**config.mk**
```make
export PLATFORM = sky130hd
export DESIGN_NAME = cpx_unit
export DESIGN_NICKNAME = d
export VERILOG_FILES = /design/src/rtl/cpx_pkg.sv /design/src/rtl/cpx_insert.sv /design/src/rtl/cpx_strip.sv /design/src/rtl/cpx_unit.sv
export SDC_FILE = /design/constraint.sdc
export NUM_CORES = 1
export LEC_CHECK = 0
export ABC_AREA = 1
export CAP_MARGIN = 10
export CORE_ASPECT_RATIO = 0.8
export CORE_UTILIZATION = 30
export CTS_CLUSTER_DIAMETER = 150
export DETAILED_ROUTE_END_ITERATION = 10
export PLACE_DENSITY = 0.56
export SYNTH_ARGS = -nofsm -noshare
export SYNTH_HDL_FRONTEND = slang
export SYNTH_HIERARCHICAL = 1
export SYNTH_SLANG_ARGS = --single-unit
```
**constraint.sdc**
```tcl
create_clock -name clk -period 1.8 [get_ports clk]
set_input_delay 0.36 -clock clk [delete_from_list [all_inputs] [get_ports clk]]
set_output_delay 0.36 -clock clk [all_outputs]
set_load 0.05 [all_outputs]
```
**src/rtl/cpx_pkg.sv**
```systemverilog
package cpx_pkg;
  typedef enum logic {
    PH_FILL = 1'b0,
    PH_SEND = 1'b1
  } tx_phase_e;
endpackage

```
**src/rtl/cpx_insert.sv**
```systemverilog
module cpx_insert
  import cpx_pkg::*;
#(
  parameter int DW  = 16,
  parameter int BLK = 8,
  parameter int PFX = 3
) (
  input  logic          clk,
  input  logic          rst_n,
  input  logic          in_valid,
  output logic          in_ready,
  input  logic [DW-1:0] in_data,
  output logic          out_valid,
  input  logic          out_ready,
  output logic [DW-1:0] out_data,
  output logic          out_sof,
  output logic          out_last
);
  localparam int FRM = BLK + PFX;
  localparam int AW  = (BLK > 1) ? $clog2(BLK) : 1;
  localparam int SW  = $clog2(FRM);
  localparam logic [AW-1:0] TAIL_START = AW'(BLK - PFX);
  localparam logic [AW-1:0] ADDR_TOP   = AW'(BLK - 1);
  localparam logic [SW-1:0] SEQ_TOP    = SW'(FRM - 1);

  tx_phase_e     phase;
  logic [AW-1:0] wr_ptr;
  logic [AW-1:0] rd_addr;
  logic [SW-1:0] seq;
  logic [DW-1:0] mem [BLK];

  logic take_in, give_out;
  assign take_in  = in_valid && in_ready;
  assign give_out = out_valid && out_ready;

  // The block store has no reset; it is only read after a full block was written.
  always_ff @(posedge clk) begin
    if (take_in) mem[wr_ptr] <= in_data;
  end

  always_ff @(posedge clk or negedge rst_n) begin
    if (!rst_n) begin
      phase   <= PH_FILL;
      wr_ptr  <= '0;
      rd_addr <= '0;
      seq     <= '0;
    end else begin
      unique case (phase)
        PH_FILL: begin
          if (take_in) begin
            if (wr_ptr == ADDR_TOP) begin
              wr_ptr  <= '0;
              phase   <= PH_SEND;
              seq     <= '0;
              rd_addr <= TAIL_START;
            end else begin
              wr_ptr <= wr_ptr + 1'b1;
            end
          end
        end
        PH_SEND: begin
          if (give_out) begin
            if (seq == SEQ_TOP) begin
              phase <= PH_FILL;
              seq   <= '0;
            end else begin
              seq     <= seq + 1'b1;
              rd_addr <= (rd_addr == ADDR_TOP) ? '0 : rd_addr + 1'b1;
            end
          end
        end
        default: phase <= PH_FILL;
      endcase
    end
  end

  assign in_ready  = (phase == PH_FILL);
  assign out_valid = (phase == PH_SEND);
  assign out_data  = mem[rd_addr];
  assign out_sof   = out_valid && (seq == '0);
  assign out_last  = out_valid && (seq == SEQ_TOP);

  AST_TX_EXCL: assert property (@(posedge clk) disable iff (!rst_n)
    !(in_ready && out_valid));
  AST_TX_HOLD: assert property (@(posedge clk) disable iff (!rst_n)
    (out_valid && !out_ready) |=> (out_valid && $stable(out_data) && $stable(out_sof) && $stable(out_last)));
  AST_TX_FIRST_SOF: assert property (@(posedge clk) disable iff (!rst_n)
    $rose(out_valid) |-> out_sof);
  AST_TX_LAST_END: assert property (@(posedge clk) disable iff (!rst_n)
    (out_valid && out_ready && out_last) |=> (in_ready && !out_valid));
endmodule

```
**src/rtl/cpx_strip.sv**
```systemverilog
module cpx_strip #(
  parameter int DW  = 16,
  parameter int BLK = 8,
  parameter int PFX = 3
) (
  input  logic          clk,
  input  logic          rst_n,
  input  logic          in_valid,
  output logic          in_ready,
  input  logic [DW-1:0] in_data,
  input  logic          in_sof,
  output logic          out_valid,
  input  logic          out_ready,
  output logic [DW-1:0] out_data,
  output logic          out_last
);
  localparam int FRM = BLK + PFX;
  localparam int SW  = $clog2(FRM);
  localparam logic [SW-1:0] SEQ_TOP  = SW'(FRM - 1);
  localparam logic [SW-1:0] KEEP_BEG = SW'(PFX);

  logic [SW-1:0] pos;
  logic          locked;
  logic [SW-1:0] cur_pos;
  logic          cur_lock;
  logic          keep;
  logic          take_in;

  // A flagged sample always counts as frame index 0.
  assign cur_pos  = in_sof ? '0 : pos;
  assign cur_lock = locked || in_sof;
  assign keep     = cur_lock && (cur_pos >= KEEP_BEG);

  assign in_ready  = keep ? out_ready : 1'b1;
  assign out_valid = in_valid && keep;
  assign out_data  = in_data;
  assign out_last  = out_valid && (cur_pos == SEQ_TOP);
  assign take_in   = in_valid && in_ready;

  always_ff @(posedge clk or negedge rst_n) begin
    if (!rst_n) begin
      pos    <= '0;
      locked <= 1'b0;
    end else if (take_in) begin
      locked <= cur_lock;
      pos    <= (cur_pos == SEQ_TOP) ? '0 : cur_pos + 1'b1;
    end
  end

  AST_RX_UNLOCKED: assert property (@(posedge clk) disable iff (!rst_n)
    (!locked && !in_sof) |-> (!out_valid && in_ready));
  AST_RX_SOF_DROP: assert property (@(posedge clk) disable iff (!rst_n)
    (in_valid && in_sof) |-> (!out_valid && in_ready));
  AST_RX_STALL: assert property (@(posedge clk) disable iff (!rst_n)
    (out_valid && !out_ready) |-> !in_ready);
  AST_RX_LAST_WRAP: assert property (@(posedge clk) disable iff (!rst_n)
    (out_valid && out_ready && out_last) |=> (pos == '0));
endmodule

```
**src/rtl/cpx_unit.sv**
```systemverilog
module cpx_unit #(
  parameter int DW  = 16,
  parameter int BLK = 8,
  parameter int PFX = 3
) (
  input  logic          clk,
  input  logic          rst_n,
  input  logic          tx_in_valid,
  output logic          tx_in_ready,
  input  logic [DW-1:0] tx_in_data,
  output logic          tx_out_valid,
  input  logic          tx_out_ready,
  output logic [DW-1:0] tx_out_data,
  output logic          tx_out_sof,
  output logic          tx_out_last,
  input  logic          rx_in_valid,
  output logic          rx_in_ready,
  input  logic [DW-1:0] rx_in_data,
  input  logic          rx_in_sof,
  output logic          rx_out_valid,
  input  logic          rx_out_ready,
  output logic [DW-1:0] rx_out_data,
  output logic          rx_out_last
);
  generate
    if (PFX < 1 || PFX >= BLK) begin : g_bad_cfg
      $error("cpx_unit: prefix length must be in 1..BLK-1");
    end
  endgenerate

  cpx_insert #(.DW(DW), .BLK(BLK), .PFX(PFX)) u_insert (
    .clk       (clk),
    .rst_n     (rst_n),
    .in_valid  (tx_in_valid),
    .in_ready  (tx_in_ready),
    .in_data   (tx_in_data),
    .out_valid (tx_out_valid),
    .out_ready (tx_out_ready),
    .out_data  (tx_out_data),
    .out_sof   (tx_out_sof),
    .out_last  (tx_out_last)
  );

  cpx_strip #(.DW(DW), .BLK(BLK), .PFX(PFX)) u_strip (
    .clk       (clk),
    .rst_n     (rst_n),
    .in_valid  (rx_in_valid),
    .in_ready  (rx_in_ready),
    .in_data   (rx_in_data),
    .in_sof    (rx_in_sof),
    .out_valid (rx_out_valid),
    .out_ready (rx_out_ready),
    .out_data  (rx_out_data),
    .out_last  (rx_out_last)
  );

  AST_RESET_IDLE: assert property (@(posedge clk) disable iff (!rst_n)
    $rose(rst_n) |-> (tx_in_ready && !tx_out_valid));
endmodule

```
==> run metrics <==
clock sink total between 100 and 150; number of standard cells after synthesis roughly 710; R2R depth 6; Fillers roughly 2100; Most used DFF post-synth edfxtp_1; final worst-path cycle share 119%; worst setup margin -0.337 ns; CP Capture Point tx_out_data[6]; # setup viols final 19; post-synthesis mux area share 0%; Synth Area per Inst approximately 9.5 um^2; Yosys top cell by area edfxtp_1; Post-DRT Antenna Nets 0; Ports slightly below 80; crit path cell chain buf_12, clkbuf_16, nand2_2, nand3_2, nand2_1, nand2_1, nand2_1, buf_6; total grt overflow 0; Die Span Y around 140 um; CP Launch Type flip-flop; Hold Crit Class in2async; Clock Tree Buf Depth 2; initial antenna violation count 0; Distinct cells, synth 26; count of max-cap constraint violations 0; Syn Nets 751; largest net degree at the start of global routing 33; Worst-Skew Late Latency approximately 0.42 ns; Post-Synthesis Cell Area about 0.0067 mm^2; most frequent cell after synthesis nand2_1; Worst Path Buf+Inv 3; RR Startpoint u_insert/rd_addr[0]; Clock Skew ~0.0083 ns; drt pass-1 iters 5; post-synthesis simple-gate area fraction 21.5%; placed cell count between 1000 and 1500; most used cell, CP nand2_1; slowest cell delay on critical path slightly below 0.5 ns; area of the multi-input gates ~0.0020 mm^2; Post-synth EDFFs 128; FF+latch area 0.00425 mm^2; Slew headroom between 70% and 80%; main combinational cell family by area after synthesis simple AND/OR/NAND/NOR gates; Die ar. 0.0229 mm^2; Yosys warnings 6; Synth Area in Adders 1.31%; Critical R2R Capture u_insert/rd_addr[2]; fmax 468 MHz; leakage 0.00408 uW; R2R Setup Slk 0.15 ns; sequential share of the synthesized area between 60% and 70%; critical path arrival 1.78 ns; CTS buffer count 17; Seq cells post-synth 144; Worst Max-Slew Pin Slew roughly 0.35 ns; HPWL after detailed placement 8.89 mm; FP Rows 48; CTS H-tree depth 4; fin nets approximately 830; CP startpoint u_insert/rd_addr[0]; Area growth, synth to finish 35.4%; CP Depth 8; crit-path max FO 8; Synth Area in XOR/XNOR less than 1%; total track usage between 10% and 20%; first-pass GRT wire length 24.0 mm; CP top delay family buffers and inverters; final hold vios 0; asr flop ratio synth between 10 and 15%; Routed WL around 16 mm; DRC 0; max-slew violations 0; Root Buffer clkbuf_16; vias in the first global route ~4400; crit path time final 2.14 ns; Synth Area in Compound Gates under 10%; critical path capture point type output pin; Non-Filler Instances ~1100; Pwr Density 1570 mW/mm^2; worst hold slack 0.258 ns; clk slew on worst S/H paths ~0.060 ns; Post-synth top cells nand2_1 (252), inv_1 (147), edfxtp_1 (128); synth top area cells edfxtp_1 (57%), nand2_1 (14%), inv_1 (8.2%); failing checks setup timing; Req. time, crit path around 1.4 ns; drt initial violations approximately 300; wire per inst 14.3 um; VDD IR max a little over 800 uV; vias per inst 4.22; slowest CP cell dfrtp_2; die width roughly 170 um; Initial Util a little under a third; unrepaired setup endpoints after global routing true; status finished, violations left; CTS tree done; input/output buffers 45; core area approximately 0.022 mm^2; vias post-DR 4620; share of layout cells above drive strength 1 between 20% and 30%; critical path type reg2out; RD Place Congestion about 0.76; post-synth top area share 57.4%; Antenna Cells 0
[cell families (layout without fill, tap and decap cells)]
family,Yosys count,after routing
simple gates,349,349
buf+inv,188,278
flops,144,144
compound gates,16,16
fa+ha+maj,7,7
xor+xnor,1,1
[through the flow]
stage	total power, uW	util (%)	setup TNS [ns]	setup slack, ns	instance area (um^2)
5_1_grt	15000	41.7	-6.62	-0.411	9070
2_1_floorplan	7620	-	-4.07	-0.0565	6780
3_5_place_dp	9220	35.8	-3.35	-0.175	7780
3_3_place_gp	9190	35.8	-2.13	-0.162	7780
6_report	14200	41.7	-4.76	-0.337	9070
4_1_cts	13700	40.1	-5.13	-0.333	8720
[where the power goes]
group          total [uW]  internal [uW]  switching, uW
Combinational        6590           2560           4030
Sequential           4020           3800            214
Clock                3640           2190           1440
[per-layer routing]
layer	part of all wire, %	wire (um)	up-vias	global-route usage, %
li1	-	-	2344	-
met5	0	0	-	0
met3	6.7	1040	15	3.68
met2	46	7190	90	22.1
met4	1.2	180	0	4.45
met1	46	7210	2171	19.2
[timing repair]
action                     in CTS  in global routing
hold buffers                    0                  0
gates resized for setup        53                 69
cloned                          3                  3
setup buffers                  10                  3
setup endpoints to repair      21                 21
pin swaps                      29                 55
[worst register-to-register path, stage by stage (launching register included)]
cell     delay (ns)
dfrtp_2        0.49
buf_4          0.17
ha_1           0.19
ha_1           0.26
or2_2          0.30
nand3_1        0.08
nand2_1        0.05
[registers in the layout, indices dropped and copies added (netlist names)]
| register | cells |
|---|---|
| u_insert/out_valid | 1 |
| u_strip/pos | 4 |
| u_insert/seq | 4 |
| u_strip/locked | 1 |
| u_insert/rd_addr | 3 |
| u_insert/wr_ptr | 3 |
| u_insert/mem | 128 |
[worst min path at each step]
stage | slack, ns | endpoint | from
finish | 0.26 | u_insert/wr_ptr[2] | rst_n
global route | 0.28 | u_strip/locked | rst_n
CTS | 0.25 | u_insert/wr_ptr[2] | rst_n
detailed placement | 0.46 | u_strip/locked | u_strip/locked
global placement | 0.46 | u_strip/locked | u_strip/locked
floorplan | 0.06 | u_insert/out_valid | rst_n
[cell type report]
cell class | count | area share, %
Inverter | 149 | 6.32
Sequential cell | 144 | 46.9
Multi-Input combinational cell | 373 | 22.2
Clock inverter | 15 | 2.07
Timing Repair Buffer | 97 | 13.8
Clock buffer | 17 | 4.69
Tap cell | 300 | 4.14
[placed cells by master (no fill, tap or decap), types with 16 or more instances in the layout]
cell,count
clkdlybuf4s50_1,21
nand3_2,18
nand3_1,52
buf_12,21
nand2_4,16
nand2_1,208
buf_4,31
clkbuf_16,20
nand2_2,31
inv_1,143
edfxtp_1,128
(Power assumes the default switching activity.)
